**src/rtl/gpio_bank_pkg.sv**
```systemverilog
package gpio_bank_pkg;

    localparam int OFS_W = 8;

    localparam logic [OFS_W-1:0] OFS_MODE   = 8'h00;
    localparam logic [OFS_W-1:0] OFS_DIR    = 8'h04;
    localparam logic [OFS_W-1:0] OFS_OUT    = 8'h08;
    localparam logic [OFS_W-1:0] OFS_IN     = 8'h0C;
    localparam logic [OFS_W-1:0] OFS_STAT   = 8'h10;
    localparam logic [OFS_W-1:0] OFS_CLR    = 8'h14;
    localparam logic [OFS_W-1:0] OFS_MASK   = 8'h18;
    localparam logic [OFS_W-1:0] OFS_UNMASK = 8'h1C;
    localparam logic [OFS_W-1:0] OFS_POL    = 8'h20;
    localparam logic [OFS_W-1:0] OFS_EDGE   = 8'h24;
    localparam logic [OFS_W-1:0] OFS_BOTH   = 8'h4C;

    typedef enum logic [3:0] {
        SEL_NONE,
        SEL_MODE,
        SEL_DIR,
        SEL_OUT,
        SEL_IN,
        SEL_STAT,
        SEL_CLR,
        SEL_MASK,
        SEL_UNMASK,
        SEL_POL,
        SEL_EDGE,
        SEL_BOTH
    } reg_sel_e;

    function automatic reg_sel_e decode_ofs(input logic [OFS_W-1:0] a);
        case (a)
            OFS_MODE:   return SEL_MODE;
            OFS_DIR:    return SEL_DIR;
            OFS_OUT:    return SEL_OUT;
            OFS_IN:     return SEL_IN;
            OFS_STAT:   return SEL_STAT;
            OFS_CLR:    return SEL_CLR;
            OFS_MASK:   return SEL_MASK;
            OFS_UNMASK: return SEL_UNMASK;
            OFS_POL:    return SEL_POL;
            OFS_EDGE:   return SEL_EDGE;
            OFS_BOTH:   return SEL_BOTH;
            default:    return SEL_NONE;
        endcase
    endfunction

endpackage

```
**src/rtl/gpio_bank_sync.sv**
```systemverilog
module gpio_bank_sync #(
    parameter int WIDTH  = 32,
    parameter int STAGES = 2
) (
    input  logic             clk,
    input  logic             rst_n,
    input  logic [WIDTH-1:0] async_in,
    output logic [WIDTH-1:0] sync_out
);

    logic [WIDTH-1:0] stage_d [STAGES];
    logic [WIDTH-1:0] stage_q [STAGES];

    always_comb begin
        stage_d[0] = async_in;
        for (int k = 1; k < STAGES; k++) begin
            stage_d[k] = stage_q[k-1];
        end
    end

    generate
        for (genvar g = 0; g < STAGES; g++) begin : g_stage
            always_ff @(posedge clk or negedge rst_n) begin
                if (!rst_n) stage_q[g] <= '0;
                else        stage_q[g] <= stage_d[g];
            end
        end
    endgenerate

    assign sync_out = stage_q[STAGES-1];

endmodule

```
**src/rtl/gpio_bank_cfg.sv**
```systemverilog
module gpio_bank_cfg
    import gpio_bank_pkg::*;
#(
    parameter int NLINES = 32
) (
    input  logic              clk,
    input  logic              rst_n,
    input  reg_sel_e          sel,
    input  logic              we,
    input  logic [NLINES-1:0] wdata,
    output logic [NLINES-1:0] mode,
    output logic [NLINES-1:0] dir,
    output logic [NLINES-1:0] outv,
    output logic [NLINES-1:0] mask,
    output logic [NLINES-1:0] pol,
    output logic [NLINES-1:0] edg,
    output logic [NLINES-1:0] both,
    output logic [NLINES-1:0] clr
);

    typedef struct packed {
        logic [NLINES-1:0] mode;
        logic [NLINES-1:0] dir;
        logic [NLINES-1:0] outv;
        logic [NLINES-1:0] mask;
        logic [NLINES-1:0] pol;
        logic [NLINES-1:0] edg;
        logic [NLINES-1:0] both;
    } cfg_t;

    cfg_t cfg_d, cfg_q;

    always_comb begin
        cfg_d = cfg_q;
        clr   = '0;
        if (we) begin
            case (sel)
                SEL_MODE:   cfg_d.mode = wdata;
                SEL_DIR:    cfg_d.dir  = wdata;
                SEL_OUT:    cfg_d.outv = wdata;
                SEL_MASK:   cfg_d.mask = cfg_q.mask & wdata;
                SEL_UNMASK: cfg_d.mask = cfg_q.mask | wdata;
                SEL_POL:    cfg_d.pol  = wdata;
                SEL_EDGE:   cfg_d.edg  = wdata;
                SEL_BOTH:   cfg_d.both = wdata;
                SEL_CLR:    clr        = wdata;
                default:    ;
            endcase
        end
    end

    always_ff @(posedge clk or negedge rst_n) begin
        if (!rst_n) cfg_q <= '0;
        else        cfg_q <= cfg_d;
    end

    assign mode = cfg_q.mode;
    assign dir  = cfg_q.dir;
    assign outv = cfg_q.outv;
    assign mask = cfg_q.mask;
    assign pol  = cfg_q.pol;
    assign edg  = cfg_q.edg;
    assign both = cfg_q.both;

    // writing all zeros to the mask word masks every line
    a_r8_mask_all_zero: assert property (@(posedge clk) disable iff (!rst_n)
        (we && sel == SEL_MASK && wdata == '0) |=> (mask == '0));

    // a write to the input word leaves the output latch alone
    a_r11_in_write_ignored: assert property (@(posedge clk) disable iff (!rst_n)
        (we && sel == SEL_IN) |=> $stable(outv));

endmodule

```
**src/rtl/gpio_bank_sense.sv**
```systemverilog
module gpio_bank_sense #(
    parameter int NLINES = 32
) (
    input  logic              clk,
    input  logic              rst_n,
    input  logic [NLINES-1:0] pin_s,
    input  logic [NLINES-1:0] mode,
    input  logic [NLINES-1:0] edg,
    input  logic [NLINES-1:0] pol,
    input  logic [NLINES-1:0] both,
    input  logic [NLINES-1:0] clr,
    output logic [NLINES-1:0] status
);

    typedef struct packed {
        logic [NLINES-1:0] prev;
        logic [NLINES-1:0] stat;
    } sense_t;

    sense_t st_d, st_q;
    logic [NLINES-1:0] rise_w, fall_w, hit_w, level_w, latched_w;

    always_comb begin
        rise_w    = pin_s & ~st_q.prev;
        fall_w    = ~pin_s & st_q.prev;
        hit_w     = (both & (rise_w | fall_w))
                  | (~both & pol & fall_w)
                  | (~both & ~pol & rise_w);
        level_w   = mode & (pin_s ^ pol);
        latched_w = (st_q.stat & ~clr) | (mode & hit_w);
        st_d.prev = pin_s;
        st_d.stat = (edg & latched_w) | (~edg & level_w);
    end

    always_ff @(posedge clk or negedge rst_n) begin
        if (!rst_n) st_q <= '0;
        else        st_q <= st_d;
    end

    assign status = st_q.stat;

    // a latched edge bit survives any cycle without a clear for it
    a_r5_edge_hold: assert property (@(posedge clk) disable iff (!rst_n)
        1'b1 |=> (($past(status) & $past(edg) & ~$past(clr) & ~status) == '0));

    // level lines in general I/O mode never carry status
    a_r10_io_quiet: assert property (@(posedge clk) disable iff (!rst_n)
        1'b1 |=> ((status & ~$past(mode) & ~$past(edg)) == '0));

endmodule

```
**src/rtl/gpio_irq_bank.sv**
```systemverilog
module gpio_irq_bank
    import gpio_bank_pkg::*;
#(
    parameter int NLINES = 32
) (
    input  logic              clk,
    input  logic              rst_n,
    input  logic [7:0]        bus_addr,
    input  logic              bus_we,
    input  logic [NLINES-1:0] bus_wdata,
    output logic [NLINES-1:0] bus_rdata,
    input  logic [NLINES-1:0] pin_in,
    output logic [NLINES-1:0] pin_out,
    output logic [NLINES-1:0] pin_oe,
    output logic              irq
);

    localparam int SYNC_STAGES = 2;

    reg_sel_e          sel;
    logic [NLINES-1:0] mode, dir, outv, mask, pol, edg, both, clr;
    logic [NLINES-1:0] pin_s, status, rd_in;

    assign sel = decode_ofs(bus_addr);

    gpio_bank_sync #(.WIDTH(NLINES), .STAGES(SYNC_STAGES)) u_sync (
        .clk      (clk),
        .rst_n    (rst_n),
        .async_in (pin_in),
        .sync_out (pin_s)
    );

    gpio_bank_cfg #(.NLINES(NLINES)) u_cfg (
        .clk   (clk),
        .rst_n (rst_n),
        .sel   (sel),
        .we    (bus_we),
        .wdata (bus_wdata),
        .mode  (mode),
        .dir   (dir),
        .outv  (outv),
        .mask  (mask),
        .pol   (pol),
        .edg   (edg),
        .both  (both),
        .clr   (clr)
    );

    gpio_bank_sense #(.NLINES(NLINES)) u_sense (
        .clk    (clk),
        .rst_n  (rst_n),
        .pin_s  (pin_s),
        .mode   (mode),
        .edg    (edg),
        .pol    (pol),
        .both   (both),
        .clr    (clr),
        .status (status)
    );

    assign pin_oe  = dir & ~mode;
    assign pin_out = outv;
    assign rd_in   = (pin_oe & outv) | (~pin_oe & pin_s);
    assign irq     = |(status & mask);

    always_comb begin
        case (sel)
            SEL_MODE: bus_rdata = mode;
            SEL_DIR:  bus_rdata = dir;
            SEL_OUT:  bus_rdata = outv;
            SEL_IN:   bus_rdata = rd_in;
            SEL_STAT: bus_rdata = status;
            SEL_MASK: bus_rdata = mask;
            SEL_POL:  bus_rdata = pol;
            SEL_EDGE: bus_rdata = edg;
            SEL_BOTH: bus_rdata = both;
            default:  bus_rdata = '0;
        endcase
    end

    // an interrupt-mode line never drives its pin
    a_r2_no_drive_irq_line: assert property (@(posedge clk) disable iff (!rst_n)
        ((pin_oe & mode) == '0));

    // the request needs at least one enabled status bit
    a_r9_irq_source: assert property (@(posedge clk) disable iff (!rst_n)
        irq |-> ($countones(status & mask) > 0));

endmodule

```
**config.mk**
```make
export PLATFORM = sky130hd
export DESIGN_NAME = gpio_irq_bank
export DESIGN_NICKNAME = d
export VERILOG_FILES = /design/src/rtl/gpio_bank_pkg.sv /design/src/rtl/gpio_bank_sync.sv /design/src/rtl/gpio_bank_cfg.sv /design/src/rtl/gpio_bank_sense.sv /design/src/rtl/gpio_irq_bank.sv
export SDC_FILE = /design/constraint.sdc
export NUM_CORES = 1
export LEC_CHECK = 0
export BUFFER_PORTS_ARGS = -buffer_cell sky130_fd_sc_hd__buf_2
export CORE_ASPECT_RATIO = 0.8
export CORE_UTILIZATION = 57
export CTS_CLUSTER_SIZE = 40
export DETAILED_ROUTE_END_ITERATION = 8
export GPL_TIMING_DRIVEN = 1
export PLACE_DENSITY = 0.77
export SLEW_MARGIN = 5
export SYNTH_ARGS = -nofsm -noshare
export SYNTH_HDL_FRONTEND = slang
export SYNTH_SLANG_ARGS = --single-unit
```
**constraint.sdc**
```tcl
create_clock -name clk -period 1.9 [get_ports clk]
set_input_delay 0.095 -clock clk [delete_from_list [all_inputs] [get_ports clk]]
set_output_delay 0.095 -clock clk [all_outputs]
set_load 0.05 [all_outputs]
```
==> out/summary.log, run 1 <==
[logic_synthesis] compound-cell area share of the yosys netlist 0.115
[global_routing] antenna violations before repair 2
[timing] fmax 439 MHz
[timing] minimum clock period after layout 2.28 ns
[worst_setup_path] Worst EP arrival 2.18 ns
[logic_synthesis] multiplexer fraction of the synthesized cell area 0.190
[worst_setup_path] family with the most delay on the worst path compound AO/OA/AOI/OAI gates
[die] count of pins on the block boundary 172
[worst_setup_path] crit path capture bus_rdata[20]
[logic_synthesis] fraction of registers with async set or reset after synthesis 1.00
[worst_setup_path] instance count on the critical path 4
[logic_synthesis] share of the synthesized netlist area taken by xor and xnor gates 0.0163
[final_layout] layout cell share with drive strength beyond 1 0.373
[logic_synthesis] dominant synthesized flop cell sky130_fd_sc_hd__dfrtp_1
[final_layout] Multi-input gate area 0.00839 mm2
[worst_setup_path] slowest stage delay, CP 0.48 ns
[route] routed length per placed instance 24.1 um
[power_and_ir_drop] share of total power in the clock network 0.407
[die] chip height 157 um
[placement] number of port buffers 171
[placement] placed instance area 0.0195 mm2
[power_and_ir_drop] switching power summed over all nets 0.00454 W
[global_routing] total routing resource utilization after global routing 0.355
[logic_synthesis] count of mapped cells out of synthesis 1470
[timing] worst clock skew 0.0136 ns
[worst_setup_path] critical path fanouts, max 4
[power_and_ir_drop] maximum resistive drop on vdd 0.000880 V
[clocking] clock tree root driver cell sky130_fd_sc_hd__clkbuf_16
[final_layout] leading cell types in the layout, fill and taps excluded sky130_fd_sc_hd__dfrtp_1 (329), sky130_fd_sc_hd__buf_4 (176), sky130_fd_sc_hd__nand2_1 (174)
[clocking] clock tree from TritonCTS yes
[global_routing] via count of the first global-routing pass 14300
[clocking] clock sinks 352
[clocking] Max clock buf depth 3
[logic_synthesis] Seq/Total Area, Yosys 0.514
[timing] number of setup violations in the final report 31
[logic_synthesis] Synth Warn # 0
[logic_synthesis] number of distinct standard cells referenced by the synthesized netlist 53
[final_layout] area growth from synthesis to layout 31.7%
[timing] transition time at the pin with the least slew margin 0.669 ns
[route] number of vias after detailed routing 14200
[clocking] clock latency at the later pin of the worst-skew pair 0.54 ns
[logic_synthesis] average instance area after synthesis 11.7 um2
[timing] Fin. Hold Viols 0
[logic_synthesis] largest family of logic cells by synthesized area multiplexers
[status] outcome complete, but fails checks
[global_routing] maximum number of pins on one net before global-route repair 65
[logic_synthesis] count of flip-flops with a built-in enable after synthesis 0
[route] Starting DRT DRC Count 1367
[timing] unrepaired setup endpoints after global routing true
[logic_synthesis] total of flip-flops plus latches after synthesis 352
[worst_setup_path] critical path launch point type flop
[final_layout] leading cell type in the layout, fill and taps excluded sky130_fd_sc_hd__dfrtp_1
[global_routing] global-route wire length before repair 82700 um
[power_and_ir_drop] total power density per cell area 771 mW/mm2
[worst_setup_path] critical path cell sequence mux4_2 -> a222oi_1 -> o21ai_2 -> buf_12
[logic_synthesis] Netlist Area Pre-Place 0.0171 mm2
[clocking] clock transition time at the flip-flop clock pins of the worst setup and hold paths 0.06 ns
[power_and_ir_drop] leakage power figure 10.9 nW
[worst_setup_path] required time of the critical path 1.80 ns
[logic_synthesis] nets in the synthesized netlist 1609
[hold_path] Min-Delay Path Class primary input to asynchronous set/reset pin
[timing] Worst Slack Setup Final -0.376 ns
[clocking] H-tree levels 2
[worst_setup_path] terminus of the critical flop-to-flop path u_sense.status[10]$_DFF_PN0_
[final_layout] finished layout cell area 0.0226 mm2
[route] average via count per standard cell 6.23
[timing] Final period util 1.20
[worst_setup_path] slowest CP cell sky130_fd_sc_hd__mux4_2
[logic_synthesis] simple-gate share of the synthesized area 0.0862
[timing] Hold Worst Slack 0.120 ns
[power_and_ir_drop] combinational power share 0.124
[worst_setup_path] setup slack on the worst flop-to-flop path 0.25 ns
[worst_setup_path] class of the most critical setup path flop to output port
[route] number of remaining DRC errors 0
[route] Routed Antenna Nets 0
[worst_setup_path] critical path endpoint category output port
[timing] relative slew slack 0.551
[die] total core area 0.0294 mm2
[die] FP Rows 56
[power_and_ir_drop] Sw Ratio 0.261
[die] width of the chip 196 um
[worst_setup_path] Reg2Reg Launch Point u_sync.sync_out[10]$_DFF_PN0_
[die] initial cell density of the core 0.583
[final_layout] number of inserted filler cells in the final layout 1785
[placement] detailed placement HPWL 34600 um
[worst_setup_path] WP buf/inv 1
[timing] count of pins over their slew limit 0
[worst_setup_path] number of cell instances on the worst register-to-register path 6
[route] post-detailed-routing wire length 54700 um
[final_layout] Register Area 0.00884 mm2
[global_routing] Overflow after GRT 0
[final_layout] number of nets in the final layout 2012
[route] first-pass iteration count of the detailed router 6
[die] Die Area 0.0308 mm2
[status] violated checks negative setup slack
[clocking] clock buffer count from CTS 37
[power_and_ir_drop] internal portion of total power 0.0129 W
[logic_synthesis] post-synthesis share of cell area spent on full adders, half adders and majority gates 0.0467
[run] max-capacitance violation count 0
[placement] Placer Congestion 0.960
[worst_setup_path] start point of the critical path u_cfg.mask[20]$_DFFE_PN0P_
[power_and_ir_drop] share of power burned in registers 0.469
==> timing repair <==
item,4_1_cts,5_1_grt
endpoints found under the hold margin,638,0
setup buffers,61,30
pin swaps,36,45
hold buffers,65,0
endpoints found under the setup margin,32,33
resized for setup,119,60
cloned,0,0
==> metal layers <==
layer / share of wire / track usage / wire [um] / vias to the layer above
met5: 0.00018 / 0 / 10 / -
met4: 0.038 / 0.152 / 2100 / 2
met3: 0.088 / 0.0756 / 4810 / 148
met2: 0.47 / 0.572 / 25900 / 727
met1: 0.40 / 0.469 / 21800 / 7144
li1: - / - / - / 6132
==> stage by stage <==
stage | TNS (ns) | worst slack [ns] | cells | power (W) | util
floorplan | -0.141 | -0.141 | 1470 | 0.00922 | -
global placement | -2.54 | -0.229 | 2057 | 0.00997 | 0.662
detailed placement | -2.96 | -0.219 | 2057 | 0.0100 | 0.662
CTS | -5.07 | -0.367 | 2242 | 0.0173 | 0.752
global route | -7.19 | -0.462 | 2271 | 0.0180 | 0.768
finish | -5.56 | -0.376 | 2272 | 0.0174 | 0.768
==> sequential cells by signal, summed over array words and instances, names as in the netlist <==
name             cells
u_sync.stage_d      32
u_cfg.outv          32
u_cfg.pol           32
u_sense.st_q        32
u_cfg.mode          32
u_sense.status      32
u_cfg.dir           32
u_sync.sync_out     32
u_cfg.both          32
u_cfg.mask          32
u_cfg.edg           32
==> Yosys cell counts (33+ instances only) <==
library cell,instances,area [um2]
sky130_fd_sc_hd__mux2_1,97,1090
sky130_fd_sc_hd__mux2i_1,57,571
sky130_fd_sc_hd__nor2b_1,37,231
sky130_fd_sc_hd__inv_1,66,248
sky130_fd_sc_hd__mux2_2,132,1490
sky130_fd_sc_hd__dfrtp_1,352,8810
sky130_fd_sc_hd__ha_1,64,801
sky130_fd_sc_hd__nand2_1,174,653
sky130_fd_sc_hd__o21ai_0,91,455
sky130_fd_sc_hd__clkbuf_1,33,124
sky130_fd_sc_hd__o211ai_1,33,248
sky130_fd_sc_hd__o22ai_1,34,213
sky130_fd_sc_hd__a22oi_1,42,315
==> how the worst min path moves through the flow <==
stage / end / cells past startpoint
2_1_floorplan: u_cfg.both[0]$_DFFE_PN0P_ / 0
4_1_cts: u_cfg.both[25]$_DFFE_PN0P_ / 2
5_1_grt: u_sync.stage_d[29]$_DFF_PN0_ / 2
3_3_place_gp: u_sync.stage_d[29]$_DFF_PN0_ / 1
6_report: u_sync.stage_d[29]$_DFF_PN0_ / 2
3_5_place_dp: u_sync.sync_out[29]$_DFF_PN0_ / 1
==> worst register-to-register path, cell delays in order (launching register included) <==
cell	delay (ns)
sky130_fd_sc_hd__dfrtp_1	0.43
sky130_fd_sc_hd__inv_1	0.08
sky130_fd_sc_hd__ha_1	0.21
sky130_fd_sc_hd__mux2_2	0.26
sky130_fd_sc_hd__o211ai_1	0.15
sky130_fd_sc_hd__o21ai_0	0.16
sky130_fd_sc_hd__a32o_1	0.24
==> layout make-up <==
type                            instances  share of cell area
Sequential cell                       352               0.391
Tap cell                              377              0.0209
Clock buffer                           52              0.0480
Multi-Input combinational cell        984               0.371
Timing Repair Buffer                  432               0.154
Clock inverter                          8             0.00332
Inverter                               66              0.0110
Antenna cell                            1            0.000111
==> power groups by stage <==
stage	Combinational, W	Clock (W)	Sequential (W)
after floorplan	0.000926	0	0.00830
after CTS	0.00205	0.00713	0.00814
after global routing	0.00231	0.00747	0.00820
after global placement	0.00171	0	0.00827
after detailed placement	0.00176	0	0.00828
final	0.00216	0.00708	0.00817
==> logic make-up (layout without fill, tap and decap cells) <==
logic type | count (synthesis) | count (layout)
DFF | 352 | 352
xor gates and xnor gates | 32 | 32
buffers and inverters | 134 | 558
and+or+nand+nor | 307 | 307
other | 0 | 1
muxes | 291 | 291
AOI/OAI and AO/OA | 290 | 290
adders and majority gates | 64 | 64
(Power assumes the default switching activity.)
==> run 2: changes to the inputs <==
--- a/config.mk
+++ b/config.mk
@@ -5,14 +5,14 @@
 export SDC_FILE = /design/constraint.sdc
 export NUM_CORES = 1
 export LEC_CHECK = 0
-export BUFFER_PORTS_ARGS = -buffer_cell sky130_fd_sc_hd__buf_2
+export BUFFER_PORTS_ARGS = -buffer_cell sky130_fd_sc_hd__buf_4
 export CORE_ASPECT_RATIO = 0.8
 export CORE_UTILIZATION = 57
 export CTS_CLUSTER_SIZE = 40
 export DETAILED_ROUTE_END_ITERATION = 8
 export GPL_TIMING_DRIVEN = 1
 export PLACE_DENSITY = 0.77
-export SLEW_MARGIN = 5
+export SLEW_MARGIN = 40
 export SYNTH_ARGS = -nofsm -noshare
 export SYNTH_HDL_FRONTEND = slang
 export SYNTH_SLANG_ARGS = --single-unit
==> out/summary.log, run 2 (same netlist as run 1, synthesis figures left out) <==
[die] FP Rows 56
[placement] placed instance area 0.0198 mm2
[die] initial cell density of the core 0.583
[power_and_ir_drop] maximum resistive drop on vdd 0.000708 V
[clocking] clock latency at the later pin of the worst-skew pair 0.54 ns
[clocking] clock tree root driver cell sky130_fd_sc_hd__clkbuf_16
[final_layout] number of nets in the final layout 2009
[route] routed length per placed instance 23.6 um
[placement] Inst Count DP 2054
[route] Routed Antenna Nets 0
[worst_setup_path] class of the most critical setup path flop to output port
[worst_setup_path] number of cell instances on the worst register-to-register path 6
[worst_setup_path] start point of the critical path u_cfg.mask[18]$_DFFE_PN0P_
[worst_setup_path] Reg2Reg Launch Point u_sync.sync_out[15]$_DFF_PN0_
[final_layout] layout cell share with drive strength beyond 1 0.364
[global_routing] maximum number of pins on one net before global-route repair 84
[die] width of the chip 196 um
[placement] Placer Congestion 0.979
[final_layout] area growth from synthesis to layout 33.4%
[status] outcome complete, but fails checks
[global_routing] via count of the first global-routing pass 14500
[status] violated checks negative setup slack
[route] Starting DRT DRC Count 1421
[placement] number of port buffers 171
[route] number of vias after detailed routing 14200
[final_layout] antenna diode count 0
[timing] relative slew slack 0.634
[clocking] clock sinks 352
[clocking] H-tree levels 2
[clocking] clock buffer count from CTS 36
[route] number of remaining DRC errors 0
[timing] minimum clock period after layout 2.27 ns
[timing] Fin. Hold Viols 0
[global_routing] Overflow after GRT 0
[timing] final total negative setup slack -5.09 ns
[final_layout] number of inserted filler cells in the final layout 1766
[timing] Final period util 1.20
[worst_setup_path] required time of the critical path 1.80 ns
[power_and_ir_drop] leakage power figure 10.9 nW
[timing] Worst Slack Setup Final -0.372 ns
[timing] fmax 440 MHz
[die] chip height 157 um
[placement] detailed placement HPWL 34400 um
[die] Die Area 0.0308 mm2
[final_layout] leading cell type in the layout, fill and taps excluded sky130_fd_sc_hd__dfrtp_1
[global_routing] most heavily used metal layer in global routing met2
[global_routing] met3 GRT Util 0.0791
[timing] worst clock skew 0.0134 ns
[route] post-detailed-routing wire length 53700 um
[clocking] clock tree from TritonCTS yes
[global_routing] met2 usage 0.558
[final_layout] post-route non-filler standard cell count 2273
[timing] unrepaired setup endpoints after global routing true
[power_and_ir_drop] total power density per cell area 780 mW/mm2
[global_routing] global-route wire length before repair 81700 um
[global_routing] GR met1 Demand/Resource 0.460
[final_layout] finished layout cell area 0.0229 mm2
[route] average via count per standard cell 6.25
[die] total core area 0.0294 mm2
[timing] count of pins over their slew limit 0
[worst_setup_path] critical path launch point type flop
[clocking] clock transition time at the flip-flop clock pins of the worst setup and hold paths 0.06 ns
[timing] Hold Worst Slack 0.0668 ns
[final_layout] leading cell types in the layout, fill and taps excluded sky130_fd_sc_hd__dfrtp_1 (338), sky130_fd_sc_hd__buf_4 (309), sky130_fd_sc_hd__nand2_1 (173)
[hold_path] Min-Delay Path Class primary input to asynchronous set/reset pin
[worst_setup_path] critical path fanouts, max 4
[timing] number of setup violations in the final report 31
[clocking] Max clock buf depth 3
[run] max-capacitance violation count 0
[timing] transition time at the pin with the least slew margin 0.545 ns
[worst_setup_path] critical path endpoint category output port
[final_layout] Multi-input gate area 0.00832 mm2
[die] count of pins on the block boundary 172
[global_routing] antenna violations before repair 0
[worst_setup_path] Worst EP arrival 2.18 ns
[final_layout] Register Area 0.00883 mm2
[global_routing] total routing resource utilization after global routing 0.350
[route] first-pass iteration count of the detailed router 6
[run 2: changes by cell type in the layout (fill, tap and decap cells not counted), sizes merged, moves of 2 or more]
cell,change
clkbuf,-9
clkinvlp,+5
bufinv,+3
clkinv,+3
buf,-2
inv,+2
[run 2: repair_timing]
action	CTS	global route
hold buffers	65	0
gates resized for setup	97	32
endpoints found under the setup margin	33	33
buffers inserted	67	24
hold endpoints to repair	640	0
pin swaps	36	22
[run 2: cell type report]
type,instances,area share
Timing Repair Buffer,430,0.165
Clock buffer,43,0.0436
Multi-Input combinational cell,984,0.363
Sequential cell,352,0.386
Tap cell,377,0.0206
Inverter,66,0.0108
Clock inverter,21,0.0103
[run 2: stage by stage]
stage | util | setup slack, ns | total power, W
floorplan | - | -0.141 | 0.00922
global placement | 0.674 | -0.206 | 0.0101
detailed placement | 0.674 | -0.136 | 0.0101
CTS | 0.767 | -0.377 | 0.0178
global route | 0.777 | -0.454 | 0.0184
finish | 0.777 | -0.372 | 0.0178
[run 2: per-layer routing]
metal	share of wire	up-vias
met5	0	-
met4	0.043	0
met3	0.099	188
met2	0.46	774
met1	0.40	7110
li1	-	6135
[run 2: final timing paths]
check	endpoint	slack, ns
worst max-delay path	irq	-0.37
worst min-delay path	u_cfg.both[22]$_DFFE_PN0P_	0.07
worst max register to register	u_sense.status[15]$_DFF_PN0_	0.21
worst min register to register	u_sync.sync_out[27]$_DFF_PN0_	0.35
max in group asynchronous	u_cfg.mask[20]$_DFFE_PN0P_	0.98
min in group clk	u_cfg.mask[26]$_DFFE_PN0P_	0.17
[run 2: power by group]
part           total (W)  internal [W]  switching (W)
Combinational    0.00223       0.00101        0.00122
Clock            0.00746       0.00433        0.00312
Sequential       0.00816       0.00782       0.000337
[run 2: worst max-delay path, cell delays in order, from the launching register on]
cell	delay, ns
sky130_fd_sc_hd__dfrtp_1	0.44
sky130_fd_sc_hd__a22oi_1	0.36
sky130_fd_sc_hd__nand4_1	0.18
sky130_fd_sc_hd__or4_4	0.49
sky130_fd_sc_hd__buf_6	0.18
